==> config.mk <==
export PLATFORM = sky130hd
export DESIGN_NAME = dslope_adc_seq
export DESIGN_NICKNAME = d
export VERILOG_FILES = /design/src/rtl/dslope_pkg.sv /design/src/rtl/dslope_sync.sv /design/src/rtl/dslope_seq_fsm.sv /design/src/rtl/dslope_rundown.sv /design/src/rtl/dslope_adc_seq.sv
export SDC_FILE = /design/constraint.sdc
export NUM_CORES = 1
export LEC_CHECK = 0
export BUFFER_PORTS_ARGS = -buffer_cell sky130_fd_sc_hd__buf_2
export CAP_MARGIN = 40
export CORE_ASPECT_RATIO = 1.1
export CORE_MARGIN = 2
export CORE_UTILIZATION = 54
export CTS_CLUSTER_SIZE = 20
export DETAILED_ROUTE_END_ITERATION = 8
export GPL_ROUTABILITY_DRIVEN = 0
export GPL_TIMING_DRIVEN = 0
export PLACE_DENSITY = 0.76
export SYNTH_ARGS = -nofsm -noshare
export SYNTH_HDL_FRONTEND = slang
export SYNTH_SLANG_ARGS = --single-unit
export TNS_END_PERCENT = 50
==> constraint.sdc <==
create_clock -name clk -period 2.25 [get_ports clk]
set_input_delay 0.1125 -clock clk [delete_from_list [all_inputs] [get_ports clk]]
set_output_delay 0.1125 -clock clk [all_outputs]
set_load 0.01 [all_outputs]
==> src/rtl/dslope_pkg.sv <==
package dslope_pkg;

  // Conversion phases, in the order they are visited.
  typedef enum logic [2:0] {
    PH_IDLE  = 3'd0,
    PH_ZERO  = 3'd1,
    PH_GAP_A = 3'd2,
    PH_RUNUP = 3'd3,
    PH_GAP_B = 3'd4,
    PH_RUNDN = 3'd5
  } phase_e;

  // Analog switch enables.
  typedef struct packed {
    logic zero;
    logic inp;
    logic refp;
    logic refn;
  } sw_s;

  // Switch pattern for a phase. pos_in selects the negative reference.
  function automatic sw_s sw_decode(input phase_e ph, input logic pos_in);
    sw_s s;
    s = '0;
    case (ph)
      PH_ZERO:  s.zero = 1'b1;
      PH_RUNUP: s.inp  = 1'b1;
      PH_RUNDN: begin
        s.refn = pos_in;
        s.refp = ~pos_in;
      end
      default:  s = '0;
    endcase
    return s;
  endfunction

endpackage

==> src/rtl/dslope_sync.sv <==
module dslope_sync #(
  parameter int W      = 2,
  parameter int STAGES = 2
) (
  input  logic         clk,
  input  logic         rst_n,
  input  logic [W-1:0] d_i,
  output logic [W-1:0] q_o
);

  logic [W-1:0] chain_q [STAGES];

  always_ff @(posedge clk or negedge rst_n) begin
    if (!rst_n) begin
      for (int s = 0; s < STAGES; s++) chain_q[s] <= '0;
    end else begin
      chain_q[0] <= d_i;
      for (int s = 1; s < STAGES; s++) chain_q[s] <= chain_q[s-1];
    end
  end

  assign q_o = chain_q[STAGES-1];

endmodule

==> src/rtl/dslope_seq_fsm.sv <==
module dslope_seq_fsm
  import dslope_pkg::*;
#(
  parameter int AZ_CYC    = 4,
  parameter int RUNUP_CYC = 8,
  parameter int TMR_W     = 4
) (
  input  logic clk,
  input  logic rst_n,
  input  logic start_i,
  input  logic trip_i,     // synchronized low-threshold comparator
  input  logic pos_i,      // synchronized polarity comparator
  input  logic lim_i,      // run-down counter at its limit
  output logic run_o,      // in run-down this cycle
  output logic fin_o,      // conversion ends at this edge
  output logic fin_ovr_o,  // it ends by hitting the limit
  output logic pos_q_o,    // captured polarity
  output logic busy_o,
  output sw_s  sw_o
);

  localparam logic [TMR_W-1:0] AZ_LOAD = TMR_W'(AZ_CYC - 1);
  localparam logic [TMR_W-1:0] RU_LOAD = TMR_W'(RUNUP_CYC - 1);

  phase_e           ph_q, ph_d;
  logic [TMR_W-1:0] tmr_q, tmr_d;
  logic             tmr_en;
  logic             pos_q, pos_d, pos_en;
  sw_s              sw_q, sw_d;
  logic             busy_q, busy_d;
  logic             tmr_zero;

  assign tmr_zero = (tmr_q == '0);

  // Next-state logic.
  always_comb begin
    ph_d      = ph_q;
    tmr_d     = tmr_q;
    tmr_en    = 1'b0;
    pos_d     = pos_q;
    pos_en    = 1'b0;
    fin_o     = 1'b0;
    fin_ovr_o = 1'b0;
    case (ph_q)
      PH_IDLE: begin
        if (start_i) begin
          ph_d   = PH_ZERO;
          tmr_d  = AZ_LOAD;
          tmr_en = 1'b1;
        end
      end
      PH_ZERO: begin
        tmr_en = 1'b1;
        if (tmr_zero) ph_d  = PH_GAP_A;
        else          tmr_d = tmr_q - 1'b1;
      end
      PH_GAP_A: begin
        ph_d   = PH_RUNUP;
        tmr_d  = RU_LOAD;
        tmr_en = 1'b1;
      end
      PH_RUNUP: begin
        tmr_en = 1'b1;
        if (tmr_zero) begin
          ph_d   = PH_GAP_B;
          pos_d  = pos_i;
          pos_en = 1'b1;
        end else begin
          tmr_d = tmr_q - 1'b1;
        end
      end
      PH_GAP_B: ph_d = PH_RUNDN;
      PH_RUNDN: begin
        if (trip_i) begin
          ph_d  = PH_IDLE;
          fin_o = 1'b1;
        end else if (lim_i) begin
          ph_d      = PH_IDLE;
          fin_o     = 1'b1;
          fin_ovr_o = 1'b1;
        end
      end
      default: ph_d = PH_IDLE;
    endcase
    sw_d   = sw_decode(ph_d, pos_d);
    busy_d = (ph_d != PH_IDLE);
  end

  // Registers.
  always_ff @(posedge clk or negedge rst_n) begin
    if (!rst_n) begin
      ph_q   <= PH_IDLE;
      sw_q   <= '0;
      busy_q <= 1'b0;
    end else begin
      ph_q   <= ph_d;
      sw_q   <= sw_d;
      busy_q <= busy_d;
    end
  end

  always_ff @(posedge clk or negedge rst_n) begin
    if (!rst_n)      tmr_q <= '0;
    else if (tmr_en) tmr_q <= tmr_d;
  end

  always_ff @(posedge clk or negedge rst_n) begin
    if (!rst_n)      pos_q <= 1'b0;
    else if (pos_en) pos_q <= pos_d;
  end

  assign run_o   = (ph_q == PH_RUNDN);
  assign pos_q_o = pos_q;
  assign busy_o  = busy_q;
  assign sw_o    = sw_q;

endmodule

==> src/rtl/dslope_rundown.sv <==
module dslope_rundown #(
  parameter int MAX_DN   = 20,
  parameter int SYNC_LAT = 2,
  parameter int CNT_W    = 5,
  parameter int RES_W    = 5
) (
  input  logic             clk,
  input  logic             rst_n,
  input  logic             run_i,
  input  logic             fin_i,
  input  logic             ovr_i,
  input  logic             pos_i,
  output logic             lim_o,
  output logic             done_o,
  output logic             ovr_o,
  output logic             neg_o,
  output logic [RES_W-1:0] count_o
);

  localparam logic [CNT_W-1:0] LIMIT   = CNT_W'(MAX_DN + SYNC_LAT);
  localparam logic [CNT_W-1:0] LAT     = CNT_W'(SYNC_LAT);
  localparam logic [RES_W-1:0] SAT_VAL = RES_W'(MAX_DN);

  logic [CNT_W-1:0] cnt_q, cnt_d;
  logic [RES_W-1:0] res_q, res_d, corr;
  logic             ovr_q, neg_q, done_q;

  // Cycles counted since the reference closed. Subtracting the synchronizer
  // delay gives the time to the raw comparator trip.
  always_comb begin
    cnt_d = run_i ? cnt_q + 1'b1 : '0;
    corr  = (cnt_q >= LAT) ? RES_W'(cnt_q - LAT) : '0;
    res_d = ovr_i ? SAT_VAL : corr;
  end

  always_ff @(posedge clk or negedge rst_n) begin
    if (!rst_n) cnt_q <= '0;
    else        cnt_q <= cnt_d;
  end

  always_ff @(posedge clk or negedge rst_n) begin
    if (!rst_n) begin
      res_q <= '0;
      ovr_q <= 1'b0;
      neg_q <= 1'b0;
    end else if (fin_i) begin
      res_q <= res_d;
      ovr_q <= ovr_i;
      neg_q <= ~pos_i;
    end
  end

  always_ff @(posedge clk or negedge rst_n) begin
    if (!rst_n) done_q <= 1'b0;
    else        done_q <= fin_i;
  end

  assign lim_o   = (cnt_q == LIMIT);
  assign done_o  = done_q;
  assign ovr_o   = ovr_q;
  assign neg_o   = neg_q;
  assign count_o = res_q;

endmodule

==> src/rtl/dslope_adc_seq.sv <==
module dslope_adc_seq
  import dslope_pkg::*;
#(
  parameter int CLK_HZ    = 10_000_000,
  parameter int AZ_CYC    = CLK_HZ / 10,
  parameter int RUNUP_CYC = CLK_HZ / 10,
  parameter int MAX_DN    = 2 * RUNUP_CYC,
  localparam int RES_W    = $clog2(MAX_DN + 1)
) (
  input  logic             clk,
  input  logic             rst_n,
  input  logic             start_i,
  input  logic             cmp_low_i,
  input  logic             cmp_pos_i,
  output logic             sw_zero_o,
  output logic             sw_in_o,
  output logic             sw_refp_o,
  output logic             sw_refn_o,
  output logic             busy_o,
  output logic             done_o,
  output logic             ovr_o,
  output logic             neg_o,
  output logic [RES_W-1:0] count_o
);

  localparam int SYNC_STAGES = 2;
  localparam int TMR_MAX     = (AZ_CYC > RUNUP_CYC) ? AZ_CYC : RUNUP_CYC;
  localparam int TMR_W       = $clog2(TMR_MAX + 1);
  localparam int CNT_W       = $clog2(MAX_DN + SYNC_STAGES + 1);

  logic [1:0] cmp_s;
  logic       run, fin, fin_ovr, pos_q, lim;
  sw_s        sw;

  dslope_sync #(.W(2), .STAGES(SYNC_STAGES)) u_sync (
    .clk   (clk),
    .rst_n (rst_n),
    .d_i   ({cmp_pos_i, cmp_low_i}),
    .q_o   (cmp_s)
  );

  dslope_seq_fsm #(
    .AZ_CYC    (AZ_CYC),
    .RUNUP_CYC (RUNUP_CYC),
    .TMR_W     (TMR_W)
  ) u_fsm (
    .clk       (clk),
    .rst_n     (rst_n),
    .start_i   (start_i),
    .trip_i    (cmp_s[0]),
    .pos_i     (cmp_s[1]),
    .lim_i     (lim),
    .run_o     (run),
    .fin_o     (fin),
    .fin_ovr_o (fin_ovr),
    .pos_q_o   (pos_q),
    .busy_o    (busy_o),
    .sw_o      (sw)
  );

  dslope_rundown #(
    .MAX_DN   (MAX_DN),
    .SYNC_LAT (SYNC_STAGES),
    .CNT_W    (CNT_W),
    .RES_W    (RES_W)
  ) u_rdn (
    .clk     (clk),
    .rst_n   (rst_n),
    .run_i   (run),
    .fin_i   (fin),
    .ovr_i   (fin_ovr),
    .pos_i   (pos_q),
    .lim_o   (lim),
    .done_o  (done_o),
    .ovr_o   (ovr_o),
    .neg_o   (neg_o),
    .count_o (count_o)
  );

  assign sw_zero_o = sw.zero;
  assign sw_in_o   = sw.inp;
  assign sw_refp_o = sw.refp;
  assign sw_refn_o = sw.refn;

endmodule

==> Word level (Yosys, flattened, before mapping) <==
Index checks and enable logic that the tools add are counted.
{ "totals": {"output_inout_bits": 29, "wordCells": 65, "inputBits": 5, "register_bits": 78} }
{ "op_classes": {"muxes": 26, "addsub": 3, "magnitude_cmp": 1, "n_reduce_logical": 7, "bitwise": 2, "n_eq_ne": 11} }
{ "ops": {"columns": ["cell", "n"], "rows": [
  ["2-to-1 mux 21 bit", 3],
  ["case mux 20 bit (3 select lines)", 1],
  ["2-to-1 mux 20 bit", 2],
  ["adder 21 x 1 -> 21 bit, second input constant", 1],
  ["equality test 21 bit, second input constant", 1],
  [">= comparator 21 x 2 -> 1 bit, second input constant", 1],
  ["subtractor 21 x 2 -> 21 bit, second input constant", 1],
  ["zero test 20 bit", 1],
  ["subtractor 20 x 1 -> 20 bit, second input constant", 1],
  ["case mux 3 bit (6 select lines)", 1],
  ["2-to-1 mux 3 bit", 5],
  ["2-to-1 mux 1 bit", 12],
  ["equality test 3 x 2 -> 1 bit, second input constant", 3],
  ["equality test 3 bit, second input constant", 3],
  ["equality test 3 x 1 -> 1 bit, second input constant", 2],
  ["nonzero test 3 bit", 2],
  ["inequality test 2 bit, second input constant", 2],
  ["AND reduction 4 bit", 1],
  ["zero test 3 bit", 1],
  ["OR reduction 3 bit", 1],
  ["2-to-1 mux 2 bit", 1],
  ["NOT 1 bit", 2],
  ["case mux 1 bit (2 select lines)", 1],
  ["OR reduction 2 bit", 1]
]} }

==> Longest topological paths before layout <==
{ "depth": {"ltp_word": 6, "mapped_depth": 9, "depth_no_buf": 8} }

==> Hierarchy <==
From an unflattened synthesis, not the netlist that was laid out.
{ "unflattened": {"hier_cells": 413, "area_unflattened_um2": 4037.6} }
{ "modules_own_cells": {"columns": ["mod", "n_inst", "area_per_inst_um2", "seq_area_each_um2", "cells_per_inst"], "rows": [
  ["dslope_rundown", 1, 2439.8, 1126.1, 255],
  ["dslope_seq_fsm", 1, 1482.7, 725.7, 152],
  ["dslope_sync", 1, 115.1, 100.1, 6]
]} }

==> Worst setup path before layout <==
OpenSTA, ideal clock, no wires.
{ "synth_path": {"path_type": "flip-flop to flip-flop", "start": "register u_fsm.tmr_q[8]", "end": "register u_fsm.sw_q (netlist bit u_fsm.sw_o[1])", "setup_time_ps": 75, "period_less_slack_ps": 2274, "required_time_ps": 2175, "arrival_time_ps": 2200, "setup_slack_ps": -24, "path_stages_with_launch": 6, "n_path_buf": 0, "cell_sequence": "dfrtp_1 or4_4 or4_4 nor4_1 mux2i_1 nor2b_1"} }
{ "synth_rtl": {"columns": ["element", "line_no", "text"], "rows": [
  ["start: declaration", "dslope_seq_fsm.sv:26", "logic [TMR_W-1:0] tmr_q, tmr_d;"],
  ["start signal: assignment", "dslope_seq_fsm.sv:104", "else if (tmr_en) tmr_q <= tmr_d;"],
  ["end signal: assignment", "dslope_seq_fsm.sv:97", "sw_q <= sw_d;"],
  ["end: declaration", "dslope_seq_fsm.sv:29", "sw_s sw_q, sw_d;"]
]} }

==> Worst setup path in the final report <==
{ "layout_path": {"start": "register u_fsm.tmr_q[9]", "end": "register u_fsm.tmr_q[5]"} }
{ "layout_between": {"elab_chain_len": 3} }
{ "layout_rtl": {"columns": ["element", "line_no", "text"], "rows": [
  ["zero test 20 bit", "dslope_seq_fsm.sv:33", "assign tmr_zero = (tmr_q == '0);"],
  ["inequality test 2 bit (no source line)", null, null],
  ["AND reduction 4 bit (no source line)", null, null]
]} }
No other way between the ends.
A chain may end at the register's enable or synchronous reset.

==> flow_metrics.env <==
export IMPL_cp_max_fo=6
export IMPL_cts_htree_levels=3
export IMPL_fin_ws_ns=-0.07920
export IMPL_swShare_pct=33.23
export IMPL_synth_cell_types=44
export IMPL_path_clk_slew_ns=0.09
export IMPL_power_density_nw_per_um2=722.1
export IMPL_numCtsBuffers=9
export IMPL_grt_pass1_vias=3165
export IMPL_syn_area_sq_um=3954
export IMPL_switchingPower_uw=1125
export IMPL_synth_nets=427
export IMPL_placed_cell_area_sq_um=4262
export IMPL_first_pass_iters=4
export IMPL_rsz0062_at_grt="true"
export IMPL_initial_core_util_pct=56.11
export IMPL_cts_sinks=78
export IMPL_syn_inst=417
export IMPL_grt_use_total_pct=23.46
export IMPL_worstSetupStartpointType="flip-flop"
export IMPL_drt_wirelength_per_cell_um=15.93
export IMPL_relSlewSlack_pct=46.91
export IMPL_synth_top_area_share_pct=49.37
export IMPL_setup_viol_count_final=3
export IMPL_post_drt_via_cell_ratio=5.893
export IMPL_finish_instance_area_sq_um=4687
export IMPL_synth_area_leader_cell="dfrtp_1"
export IMPL_cap_violations=0
export IMPL_arrival_ns=2.56
export IMPL_p_leak_uw=0.002162
export IMPL_violations="setup timing"
export IMPL_synthXorXnorAreaFrac_pct=9.304
export IMPL_yosys_area_share_adder_pct=1.582
export IMPL_cp_end_kind="flip-flop"
export IMPL_slew_violations=0
export IMPL_port_buffers=33
export IMPL_fin_tns_setup_ns=-0.1373
export IMPL_avgSynthCellArea_sq_um=9.482
export IMPL_dp_hpwl_mm=5.974
export IMPL_synthMuxAreaShare_pct=0.2532
export IMPL_synth_top_family_by_area="simple AND/OR/NAND/NOR gates"
export IMPL_dieHeight_um=93.75
export IMPL_intPower_uw=2260
export IMPL_drt_iter0_drc=178
export IMPL_p_clk_share_pct=30.4
export IMPL_timing_final_crit_share_pct=103.5
export IMPL_worst_skew_pair_late_latency_ns=0.36
export IMPL_core_area_sq_um=7047
export IMPL_hold_viol_final=0
export IMPL_vdd_ir_drop_max_mv=0.5605
export IMPL_cts_root_buf="clkbuf_8"
export IMPL_area_growth_syn_to_layout_pct=18.54
export IMPL_grt_max_degree=46
export IMPL_die_area_sq_um=8023
export IMPL_clock_fmax_mhz=429.3
export IMPL_antenna_cells=0
export IMPL_fin_total_pwr_uw=3385
export IMPL_die_x_um=85.59
export IMPL_ys_warn_count=0
export IMPL_antenna_found_initial=0
export IMPL_postSynth_asyncResetShare_pct=100.0
export IMPL_worst_pin_slew_ns=0.7934
export IMPL_fin_skew_ns=0.01296
export IMPL_seqPwrFrac_pct=49.4
export IMPL_synth_main_ff_cell="dfrtp_1"
export IMPL_synth_yosys_seq_area_share_pct=49.37
export IMPL_timing_worst_setup_path_type="flip-flop to flip-flop"
export IMPL_rows=32
export IMPL_post_route_min_period_ns=2.329
export IMPL_drc=0
export IMPL_outcome="finished with violations"
export IMPL_ant_nets=0
export IMPL_drive_gt1_share_pct=21.17
export IMPL_yosys_top_cells_area="dfrtp_1 49%, nor2_1 5.8%, xor2_1 5.5%, xnor2_1 3.8%, o2bb2ai_1 3.1%"
export IMPL_hold_slack_ns=0.06287
export IMPL_cts_path_max_buffers=2
export IMPL_combPwrFrac_pct=20.2
export IMPL_synth_edf_count=0
export IMPL_wirelength_mm=8.953
export IMPL_grt_pass1_wl_mm=14.87
export IMPL_ios=34
export IMPL_crit_required_ns=2.48
export IMPL_dp_slack_ns=-0.5693
export IMPL_synth_simple_gate_area_share_pct=25.19
export IMPL_vias=3312
export IMPL_cts_tree="built"
export IMPL_ys_ff_latch=78
export IMPL_nets=482
export IMPL_hp_class="input pin to flip-flop"
export IMPL_gr_total_overflow=0
export IMPL_ff2ff_setup_slack_ns=-0.08
export IMPL_synth_compound_area_share_pct=10.82
cells in the mapped netlist (2+ instances only):
master,count
o31a_1,3
nor4_1,15
dfrtp_1,78
nor4b_1,2
o31ai_1,2
inv_1,11
o2bb2ai_1,14
xor2_1,25
xnor2_1,17
or4_4,2
nor2b_1,2
nand2_1,32
a31oi_1,4
nand4_1,11
o21ai_0,21
nor2_1,61
nand2b_1,2
clkbuf_1,18
and3_1,4
nand3_1,21
or2_2,3
or4_1,7
a21oi_1,9
or3_1,8
nor3_1,17
ha_1,5
buf_2,5
nand4b_1,2
worst max-delay path, stage by stage, from the launching register on:
cell      delay [ns]
dfrtp_2         0.45
or4_4           0.53
or4_4           0.50
o31a_1          0.34
a311oi_1        0.31
nor2_1          0.08
registers in the layout, summed over array words and instances, names as in the netlist, 2 cells and up:
name,flops
u_sync.chain_q,2
u_fsm.ph_q,3
u_fsm.tmr_q,20
u_rdn.count_o,21
u_sync.q_o,2
u_fsm.sw_o,4
u_rdn.cnt_q,21
metal layers:
layer	global-route usage, %	share of wire (%)
met1	31.57	46
met2	37.89	49
met3	3.866	3.2
met4	9.392	2.1
met5	0	0
area by class of cell:
cell class	count	area, sq um
inverter	11	41.29
clock inverter	7	65.06
tap	85	106.4
timing repair buffer	49	315.3
fill	563	2360
multi-input combinational	304	1992
sequential	78	1958
buffer	19	85.08
clock buffer	9	123.9
metrics by stage:
stage | utilization [%] | cells
floorplan | - | 417
global placement | 60.05 | 535
detailed placement | 60.48 | 536
CTS | 64.77 | 558
global route | 66.51 | 562
finish | 66.51 | 562
power by group through the flow:
stage / sequential [uW] / combinational (uW) / clock (uW)
after floorplan: 1650 / 414 / 0
after global routing: 1690 / 775 / 1100
after global placement: 1680 / 511 / 0
final: 1670 / 685 / 1030
after detailed placement: 1680 / 534 / 0
after CTS: 1650 / 601 / 1040
final timing paths:
check / start / endpoint / depth (start not counted)
min in group asynchronous: rst_n / u_fsm.sw_o[3]$_DFF_PN0_ / 2
min: start_i / u_fsm.sw_o[3]$_DFF_PN0_ / 3
max in group asynchronous: rst_n / u_rdn.cnt_q[1]$_DFF_PN0_ / 3
max reg2reg: u_fsm.tmr_q[9]$_DFFE_PN0P_ / u_fsm.tmr_q[5]$_DFFE_PN0P_ / 5
max: u_fsm.tmr_q[9]$_DFFE_PN0P_ / u_fsm.tmr_q[5]$_DFFE_PN0P_ / 5
min reg2reg: u_sync.chain_q[3]$_DFF_PN0_ / u_sync.q_o[1]$_DFF_PN0_ / 0
kinds of logic after synthesis:
kind of cell	Yosys count
compound gates	62
simple gates	194
fa+ha+maj	5
mux	1
xor+xnor	42
flops	78
buf+inv	35
cell usage in the layout (no fill, tap or decap), types with 5 or more instances in the layout:
master,instances
dfrtp_1,73
nor2_1,58
buf_2,35
nand2_1,31
xor2_1,25
o21ai_0,20
nand3_1,19
xnor2_1,17
nor3_1,16
buf_4,14
o2bb2ai_1,14
inv_1,11
clkbuf_1,11
nand4_1,11
nor4_1,10
a21oi_1,9
clkbuf_8,9
or3_1,8
or4_1,6
dfrtp_2,5
repair_timing:
| item | CTS | global route |
|---|---|---|
| buffers inserted | 4 | 8 |
| hold buffers | 3 | 0 |
| endpoints found under the setup margin | 45 | 46 |
| resized for setup | 10 | 24 |
| hold endpoints to repair | 35 | 0 |
| pin swaps | 3 | 5 |
Power figures use the tool's default switching activity.
